## src/rtl/useq_pkg.sv

```systemverilog
package useq_pkg;

  typedef struct packed {
    logic slow_src;
    logic slow_exe;
    logic slow_dst;
    logic wr_req;
  } uword_t;

endpackage

```

## src/rtl/useq_subtick.sv

```systemverilog
module useq_subtick #(
  parameter int unsigned SUB_TICKS = 4,
  parameter int unsigned SUB_W     = 2
) (
  input  logic             clk_i,
  input  logic             rst_ni,
  input  logic             run_i,
  input  logic             hold_i,
  input  logic             step_mode_i,
  input  logic             step_i,
  output logic [SUB_W-1:0] sub_o,
  output logic             first_o,
  output logic             last_o,
  output logic             win_o,
  output logic             adv_o
);

  localparam logic [SUB_W-1:0] SUB_LAST = SUB_W'(SUB_TICKS - 1);
  localparam logic [SUB_W-1:0] WIN_LAST = SUB_W'(SUB_TICKS - 2);

  logic [SUB_W-1:0] sub_q;
  logic             step_wait;

  assign first_o   = (sub_q == '0);
  assign last_o    = (sub_q == SUB_LAST);
  assign win_o     = !first_o && (sub_q <= WIN_LAST);
  // step mode parks at offset 0 until a request arrives
  assign step_wait = step_mode_i && first_o && !step_i;
  assign adv_o     = run_i && !hold_i && !step_wait;
  assign sub_o     = sub_q;

  always_ff @(posedge clk_i or negedge rst_ni) begin
    if (!rst_ni) begin
      sub_q <= SUB_LAST;
    end else if (adv_o) begin
      sub_q <= last_o ? '0 : sub_q + 1'b1;
    end
  end

  AST_STEP_PARK: assert property (@(posedge clk_i) disable iff (!rst_ni)
    (run_i && step_mode_i && first_o && !step_i) |=> first_o);

  AST_HOLD_STILL: assert property (@(posedge clk_i) disable iff (!rst_ni)
    (run_i && hold_i) |=> $stable(sub_q));

endmodule

```

## src/rtl/useq_phase.sv

```systemverilog
module useq_phase
  import useq_pkg::*;
#(
  parameter int unsigned SLOW_TICKS = 2,
  parameter int unsigned TICK_W     = 3
) (
  input  logic   clk_i,
  input  logic   rst_ni,
  input  logic   run_i,
  input  logic   adv_i,
  input  logic   last_sub_i,
  input  logic   win_i,
  input  logic   halt_i,
  input  uword_t word_i,
  output logic   boundary_o,
  output logic   uclk_en_o,
  output logic   src_phase_o,
  output logic   opnd_cap_o,
  output logic   wr_en_o
);

  localparam logic [TICK_W-1:0] ONE  = TICK_W'(1);
  localparam logic [TICK_W-1:0] SLOW = TICK_W'(SLOW_TICKS);

  uword_t            word_q;
  logic [TICK_W-1:0] tick_q;
  logic [TICK_W-1:0] src_n;
  logic [TICK_W-1:0] exe_n;
  logic [TICK_W-1:0] tot_n;
  logic [TICK_W-1:0] wr_tick;
  logic              last_tick;

  assign src_n     = word_q.slow_src ? SLOW : ONE;
  assign exe_n     = word_q.slow_exe ? SLOW : ONE;
  assign tot_n     = src_n + exe_n + TICK_W'(word_q.slow_dst);
  assign last_tick = (tick_q == tot_n - ONE);
  // slow destination writes in the appended tick, otherwise first execute tick
  assign wr_tick   = word_q.slow_dst ? (tot_n - ONE) : src_n;

  assign boundary_o  = last_sub_i && last_tick;
  assign uclk_en_o   = run_i && boundary_o && !halt_i;
  assign src_phase_o = run_i && (tick_q < src_n);
  assign opnd_cap_o  = run_i && last_sub_i && (tick_q == src_n - ONE);
  assign wr_en_o     = run_i && word_q.wr_req && win_i && (tick_q == wr_tick);

  always_ff @(posedge clk_i or negedge rst_ni) begin
    if (!rst_ni) begin
      word_q <= '0;
      tick_q <= ONE;
    end else if (adv_i && last_sub_i) begin
      if (last_tick) begin
        tick_q <= '0;
        word_q <= word_i;
      end else begin
        tick_q <= tick_q + ONE;
      end
    end
  end

  AST_HALT_BLOCK: assert property (@(posedge clk_i) disable iff (!rst_ni)
    halt_i |-> !uclk_en_o);

  AST_UCLK_SRC: assert property (@(posedge clk_i) disable iff (!rst_ni)
    uclk_en_o |=> src_phase_o);

  AST_UCLK_SINGLE: assert property (@(posedge clk_i) disable iff (!rst_ni)
    uclk_en_o |=> !uclk_en_o);

  AST_OPND_EXE: assert property (@(posedge clk_i) disable iff (!rst_ni)
    opnd_cap_o |=> !src_phase_o);

  AST_SLOW_DST_EXE: assert property (@(posedge clk_i) disable iff (!rst_ni)
    (wr_en_o && word_q.slow_dst) |-> !src_phase_o);

  AST_CFG_LATCH: assert property (@(posedge clk_i) disable iff (!rst_ni)
    uclk_en_o |=> (word_q == $past(word_i)));

endmodule

```

## src/rtl/useq_timing.sv

```systemverilog
module useq_timing
  import useq_pkg::*;
#(
  parameter int unsigned SUB_TICKS  = 4,
  parameter int unsigned SLOW_TICKS = 2
) (
  input  logic clk_i,
  input  logic rst_ni,
  input  logic slow_src_i,
  input  logic slow_exe_i,
  input  logic slow_dst_i,
  input  logic wr_req_i,
  input  logic halt_i,
  input  logic step_mode_i,
  input  logic step_i,
  output logic uclk_en_o,
  output logic src_phase_o,
  output logic opnd_cap_o,
  output logic wr_en_o
);

  localparam int unsigned SUB_W  = $clog2(SUB_TICKS);
  localparam int unsigned TICK_W = $clog2(2 * SLOW_TICKS + 2);
  localparam logic [SUB_W-1:0] SUB_LAST = SUB_W'(SUB_TICKS - 1);

  logic             run_q;
  logic [SUB_W-1:0] sub;
  logic             sub_first;
  logic             sub_last;
  logic             sub_win;
  logic             adv;
  logic             boundary;
  logic             hold;
  uword_t           word;

  assign word = '{slow_src: slow_src_i, slow_exe: slow_exe_i,
                  slow_dst: slow_dst_i, wr_req: wr_req_i};
  assign hold = boundary && halt_i;

  always_ff @(posedge clk_i or negedge rst_ni) begin
    if (!rst_ni) run_q <= 1'b0;
    else         run_q <= 1'b1;
  end

  useq_subtick #(
    .SUB_TICKS (SUB_TICKS),
    .SUB_W     (SUB_W)
  ) i_subtick (
    .clk_i       (clk_i),
    .rst_ni      (rst_ni),
    .run_i       (run_q),
    .hold_i      (hold),
    .step_mode_i (step_mode_i),
    .step_i      (step_i),
    .sub_o       (sub),
    .first_o     (sub_first),
    .last_o      (sub_last),
    .win_o       (sub_win),
    .adv_o       (adv)
  );

  useq_phase #(
    .SLOW_TICKS (SLOW_TICKS),
    .TICK_W     (TICK_W)
  ) i_phase (
    .clk_i       (clk_i),
    .rst_ni      (rst_ni),
    .run_i       (run_q),
    .adv_i       (adv),
    .last_sub_i  (sub_last),
    .win_i       (sub_win),
    .halt_i      (halt_i),
    .word_i      (word),
    .boundary_o  (boundary),
    .uclk_en_o   (uclk_en_o),
    .src_phase_o (src_phase_o),
    .opnd_cap_o  (opnd_cap_o),
    .wr_en_o     (wr_en_o)
  );

  always_comb begin
    if (!rst_ni) begin
      AST_RESET_QUIET: assert (!uclk_en_o && !wr_en_o && !opnd_cap_o);
    end
  end

  AST_WIN_EDGE: assert property (@(posedge clk_i) disable iff (!rst_ni)
    wr_en_o |-> (sub != '0 && sub != SUB_LAST));

  AST_UCLK_EDGE: assert property (@(posedge clk_i) disable iff (!rst_ni)
    uclk_en_o |-> (sub == SUB_LAST && !sub_first));

endmodule

```

## config.mk

```make
export PLATFORM = sky130hd
export DESIGN_NAME = useq_timing
export DESIGN_NICKNAME = d
export VERILOG_FILES = /design/src/rtl/useq_pkg.sv /design/src/rtl/useq_subtick.sv /design/src/rtl/useq_phase.sv /design/src/rtl/useq_timing.sv
export SDC_FILE = /design/constraint.sdc
export NUM_CORES = 1
export LEC_CHECK = 0
export ABC_AREA = 0
export BUFFER_PORTS_ARGS = -buffer_cell sky130_fd_sc_hd__clkbuf_2
export CORE_UTILIZATION = 50
export CTS_BUF_LIST = sky130_fd_sc_hd__clkbuf_16
export DETAILED_ROUTE_END_ITERATION = 7
export HOLD_SLACK_MARGIN = 0.06
export PLACE_DENSITY_LB_ADDON = 0.25
export SLEW_MARGIN = 40
export SYNTH_ARGS = -nofsm -noshare
export SYNTH_HDL_FRONTEND = slang
export SYNTH_HIERARCHICAL = 1
export SYNTH_SLANG_ARGS = --single-unit
export TNS_END_PERCENT = 20
```

## constraint.sdc

```tcl
create_clock -name clk_i -period 4.54 [get_ports clk_i]
set_input_delay 0.227 -clock clk_i [delete_from_list [all_inputs] [get_ports clk_i]]
set_output_delay 0.227 -clock clk_i [all_outputs]
set_load 0.005 [all_outputs]
```

# After elaboration in Yosys (flattened, before gate mapping)
# Cells that the tools add are included.
# Widths: inputs -> output; s select.
[word_totals] output_inout_bits=4 elab_cells=47 ff_bits=10
[classes] n_mux=5 n_addsub=6 eq_ne=4 n_lt_le_gt_ge=2 reduce_logical=23
[op_table] op="$logic_and 1x1->1" n=16
[op_table] op="$eq 3x3->1" n=3
[op_table] op="$mux 2" n=3
[op_table] op="$mux 3" n=2
[op_table] op="$sub 3x1->3 const B" n=2
[op_table] op="$logic_not 1->1" n=5
[op_table] op="$add 3x1->3" n=1
[op_table] op="$add 3x1->3 const B" n=1
[op_table] op="$add 3x3->3" n=1
[op_table] op="$lt 3x3->1" n=1
[op_table] op="$add 2x1->2 const B" n=1
[op_table] op="$eq 2x2->1 const B" n=1
[op_table] op="$le 2x2->1 const B" n=1
[op_table] op="$logic_not 2->1" n=1
[op_table] op="$reduce_and 2->1" n=1

# Logic depth before layout (Yosys ltp)
[depth] ltp_word=12 depth_mapped=15

# Hierarchy
# Netlist, hierarchy kept.
[by_module_without_submodules] module="useq_phase" cells_each=57 instances=1 seq_area_each_um2=176.4 area_per_inst_um2=571.8
[by_module_without_submodules] module="useq_subtick" cells_each=12 instances=1 seq_area_each_um2=52.6 area_per_inst_um2=133.9
[by_module_without_submodules] module="useq_timing" cells_each=3 instances=1 seq_area_each_um2=25.0 area_per_inst_um2=35.0

# Least setup slack after synthesis
# OpenSTA, ideal clock, no wires.
[synth_timing] path_type="register to register" start="reg i_phase/word_q[1] in the netlist's numbering" end="reg i_phase/word_q[0] in the netlist's numbering" setup_slack_ns=1.291 setup_time_ns=0.128 synth_period_minus_slack_ns=3.249 stages_incl_launch_ff=16 arrival_time_ns=3.121 path_cell_list="dfrtp_1 inv_1 ha_1 inv_1 ha_1 inv_1 fa_1 xnor2_1 nor3_1 and2_1 and2_1 nand3b_2 inv_1 nand2_1 nor4_4 mux2_1"
[synth_between] elab_chain_len=10
[synth_rtl] element="from (decl)" line="useq_phase.sv:25" rtl="uword_t word_q;"
[synth_rtl] element="from (signal assigned)" line="useq_phase.sv:53" rtl="word_q <= word_i;"
[synth_rtl] element="$add 3x1->3" line="useq_phase.sv:35" rtl="assign tot_n = src_n + exe_n + TICK_W'(word_q.slow_dst);"
[synth_rtl] element="$sub 3x1->3" line="useq_phase.sv:36" rtl="assign last_tick = (tick_q == tot_n - ONE);"
[synth_rtl] element="$eq 3x3->1" line="useq_phase.sv:36"
[synth_rtl] element="$logic_and 1x1->1" line="useq_phase.sv:40" rtl="assign boundary_o = last_sub_i && last_tick;"
[synth_rtl] element="net boundary" line="useq_timing.sv:32" rtl="logic boundary;"
[synth_rtl] element="$logic_and 1x1->1" line="useq_timing.sv:38" rtl="assign hold = boundary && halt_i;"
[synth_rtl] element="net hold" line="useq_timing.sv:33" rtl="logic hold;"
[synth_rtl] element="$logic_not 1->1" line="useq_subtick.sv:29" rtl="assign adv_o = run_i && !hold_i && !step_wait;"
[synth_rtl] element="$logic_and 1x1->1 (2 in a row)" line="useq_subtick.sv:29"
[synth_rtl] element="net adv" line="useq_timing.sv:31" rtl="logic adv;"
[synth_rtl] element="$logic_and 1x1->1" line="useq_phase.sv:50" rtl="end else if (adv_i && last_sub_i) begin"
[synth_rtl] element="$reduce_and 2->1 (no source line)"
# The timed path passes the listed nets, and every way through them passes these cells.
# A chain may end at the register's enable or synchronous reset.

# Worst setup path after layout
[layout_timing] start="reg i_phase/word_q[1] in the netlist's numbering" end="reg i_phase/word_q[2] in the netlist's numbering"
# The elaborated chain is that of the path after synthesis.

==> flow_summary_export.csv <==
group,metric,value,unit
run_status,status,"finished, final reports clean",
floorplan,core_region_area,0.001334,mm2
final_layout,fill_cells,112,
placement,gp_congestion,0.7274,
cts,cts_resized,0,
worst_setup_path,arrival,3770,ps
timing,slew_headroom,0.6066,
worst_setup_path,critPathKind,"reg2reg",
placement,placedCellCount,99,
detailed_routing,drt_iter0_markers,4,
pwr,max-vdd-ir-drop,498.3,uV
final_layout,fin_cells,104,
worst_setup_path,r2r_cells,15,
floorplan,ios,13,
worst_setup_path,crit_family,"simple AND/OR/NAND/NOR gates",
cts,cts-root-buf,"clkbuf_16",
synthesis,ys_seq_area_frac,0.3429,
timing,worstMarginPinSlew,585.5,ps
synthesis,synth-seq-cells,10,
detailed_routing,vias,570,
cts,cts_setup_buffers,0,
cts,cts_hold_buf,1,
cts,clk_latency,230,ps
global_routing,grt_max_degree,11,
floorplan,core.rowCount,13,
final_layout,area_growth,22.64,%
detailed_routing,dr.pass1.iters,2,
worst_setup_path,worst-path-max-fanout,5,
timing,finalCritPeriodShare,0.8065,
detailed_routing,wire_per_inst,13.82,um
final_layout,final_core_util,0.6811,
synthesis,yosys_warnings,6,
timing,fin_ws,878.7,ps
synthesis,post-synth-top-area-cell,"dfrtp_1",
worst_hold_path,min_from,"wr_req_i",
detailed_routing,drt_wl_total,1437,um
global_routing,grt_antenna_before_repair,0,
cts,clk_path_buf_depth,2,
synthesis,synth.top_cell.area_share,0.2365,
global_routing,overflow,0,
worst_setup_path,path_common_cell,"inv_1",
final_layout,drive_above_1_share,0.2360,
timing,max_freq,0.2731,GHz
worst_setup_path,reg2reg_from,"i_phase/word_q[1]$_DFFE_PN0P_",
floorplan,dieArea,0.001639,mm2
synthesis,yosys-top-cells-area,"dfrtp_1 (24%), ha_1 (14%), dfstp_2 (11%)",
synthesis,synthesis.area,740.7,um2
placement,portBuffers,12,
timing,tns,0,ps
final_layout,seq_area,254.0,um2
final_layout,diodes,0,
timing,finalSetupViolations,0,
floorplan,die_h,40.49,um
final_layout,nets,108,
worst_setup_path,cp-end-kind,"flop",
synthesis,synthCells,72,
flow_run,drv_cap,0,
worst_setup_path,critPathLaunchType,"flop",
worst_hold_path,hp-class,"in2reg",
floorplan,die_width,40.49,um
cts,cts_buffers,3,
worst_setup_path,startpoint,"i_phase/word_q[1]$_DFFE_PN0P_",
worst_setup_path,worstPathRequired,4650,ps
floorplan,initial_utilization,0.5553,
synthesis,ys_types,29,
timing,finClkSkew,0.9775,ps
global_routing,grt_pass1_vias,523,
cts,cts.sinks,10,
detailed_routing,viasPerCell,5.481,
timing,hold_violations,0,
worst_setup_path,cpMaxStageDelayCell,"fa_1",
worst_hold_path,holdPathStages,2,
global_routing,grt_usage,0.2168,
worst_setup_path,critical_path_depth,15,
timing,min_period,3661,ps
worst_setup_path,crit_buf_inv,4,
detailed_routing,drcViolationCount,0,
timing,maxSlewViolCount,0,
timing,grt_setup_unrepaired,"false",
worst_setup_path,worstPathCellList,"inv_1, ha_1, inv_1, ha_1, inv_1, fa_1, xnor2_1, nor3_1, and2_1, and2_1, nand3b_2, inv_1, nand2_1, nor4_4, mux2_1",
synthesis,avgSynthCellArea,10.29,um2
global_routing,grt_first_pass_wirelength,2194,um
final_layout,multiInputGateArea,449.2,um2
pwr,power_leakage,0.0004316,uW
placement,dp_slack,899.9,ps
cts,h-tree-depth,1,
cts,clkSlewWorstSetupHoldPaths,40,ps
pwr,powerDensity,885.7,mW/mm2
synthesis,synth.net_count,90,
cts,cts_tree,"done",
detailed_routing,ant_nets,0,
placement,post-dp-hpwl,1102,um
timing,holdWs,208.7,ps
worst_setup_path,crit_path_max_incr_delay,440,ps
-- flip-flops by register name (all words and copies together), names as in the netlist --
register         count
run_q                1
i_subtick/sub_o      2
i_phase/word_q       4
i_phase/tick_q       3
-- through the flow --
stage	total power, uW	area [um2]
global route	867.4	908.4
finish	804.6	908.4
CTS	809.5	908.4
detailed placement	645.6	819.5
floorplan	558.7	740.7
global placement	626.7	819.5
-- layer usage --
layer / wire, um / vias to the layer above / GRT usage / share of wire
met3: 57 / 0 / 0.1000 / 0.040
met1: 656 / 274 / 0.2302 / 0.46
met2: 722 / 12 / 0.3730 / 0.50
met4: 0 / 0 / 0.07500 / 0
met5: 0 / - / 0 / 0
li1: - / 284 / - / -
-- cell families after synthesis --
group,Yosys count,synth area share
mux,6,0.09121
compound gates,6,0.05576
fa+ha+maj,9,0.1622
buf+inv,10,0.05068
xor+xnor,5,0.07771
simple gates,25,0.2146
other cells,1,0.005063
flops,10,0.3429
-- cell usage after synthesis (all sizes together) --
cell and count:
a22o 1, and2 2, and4b 1, conb 1
dfrtp 7, dfstp 3, fa 1, ha 8
inv 10, mux2 6, nand2 6, nand2b 1
nand3 4, nand3b 2, nor2 2, nor2b 1
nor3 2, nor3b 1, nor4 2, nor4b 1
o21ai 2, o22ai 1, o311ai 1, o31ai 1
xnor2 2, xnor3 1, xor2 2
-- final cells by class --
cell class / count / area share
clock buffers: 3 / 0.08264
flip-flops and latches: 10 / 0.2796
repair buffers: 13 / 0.07714
well taps: 15 / 0.02066
multi-input cells: 52 / 0.4945
clock inverters: 1 / 0.004132
inverters: 10 / 0.04132
-- where the power goes --
group,switching (uW),internal (uW)
sequential,43.6,139
combinational,264,204
clock,39.8,115
-- layout by cell type (no fill, tap or decap), types with 2 or more instances in the layout --
cell type,Yosys,layout
and2_1,2,2
clkbuf_16,0,3
clkbuf_2,0,12
dfrtp_1,7,7
dfstp_2,3,3
ha_1,8,8
inv_1,10,10
mux2_1,6,6
nand2_1,6,6
nand3_1,4,4
nor2_1,2,2
nor3_1,2,2
o21ai_0,2,2
xnor2_1,2,2
xor2_1,2,2
-- path summary, 6_finish.rpt --
| kind | end | slack (ps) |
|---|---|---|
| worst min register to register | i_phase/word_q[0]$_DFFE_PN0P_ | 520 |
| worst max register to register | i_phase/word_q[2]$_DFFE_PN0P_ | 880 |
| worst max-delay path | i_phase/word_q[2]$_DFFE_PN0P_ | 880 |
| max in group asynchronous | i_subtick/sub_o[1]$_DFFE_PN1P_ | 3880 |
| worst min-delay path | i_phase/word_q[0]$_DFFE_PN0P_ | 210 |
| min in group asynchronous | i_phase/tick_q[2]$_DFFE_PN0P_ | 390 |
Note: power is estimated with default switching activity, not from simulation.
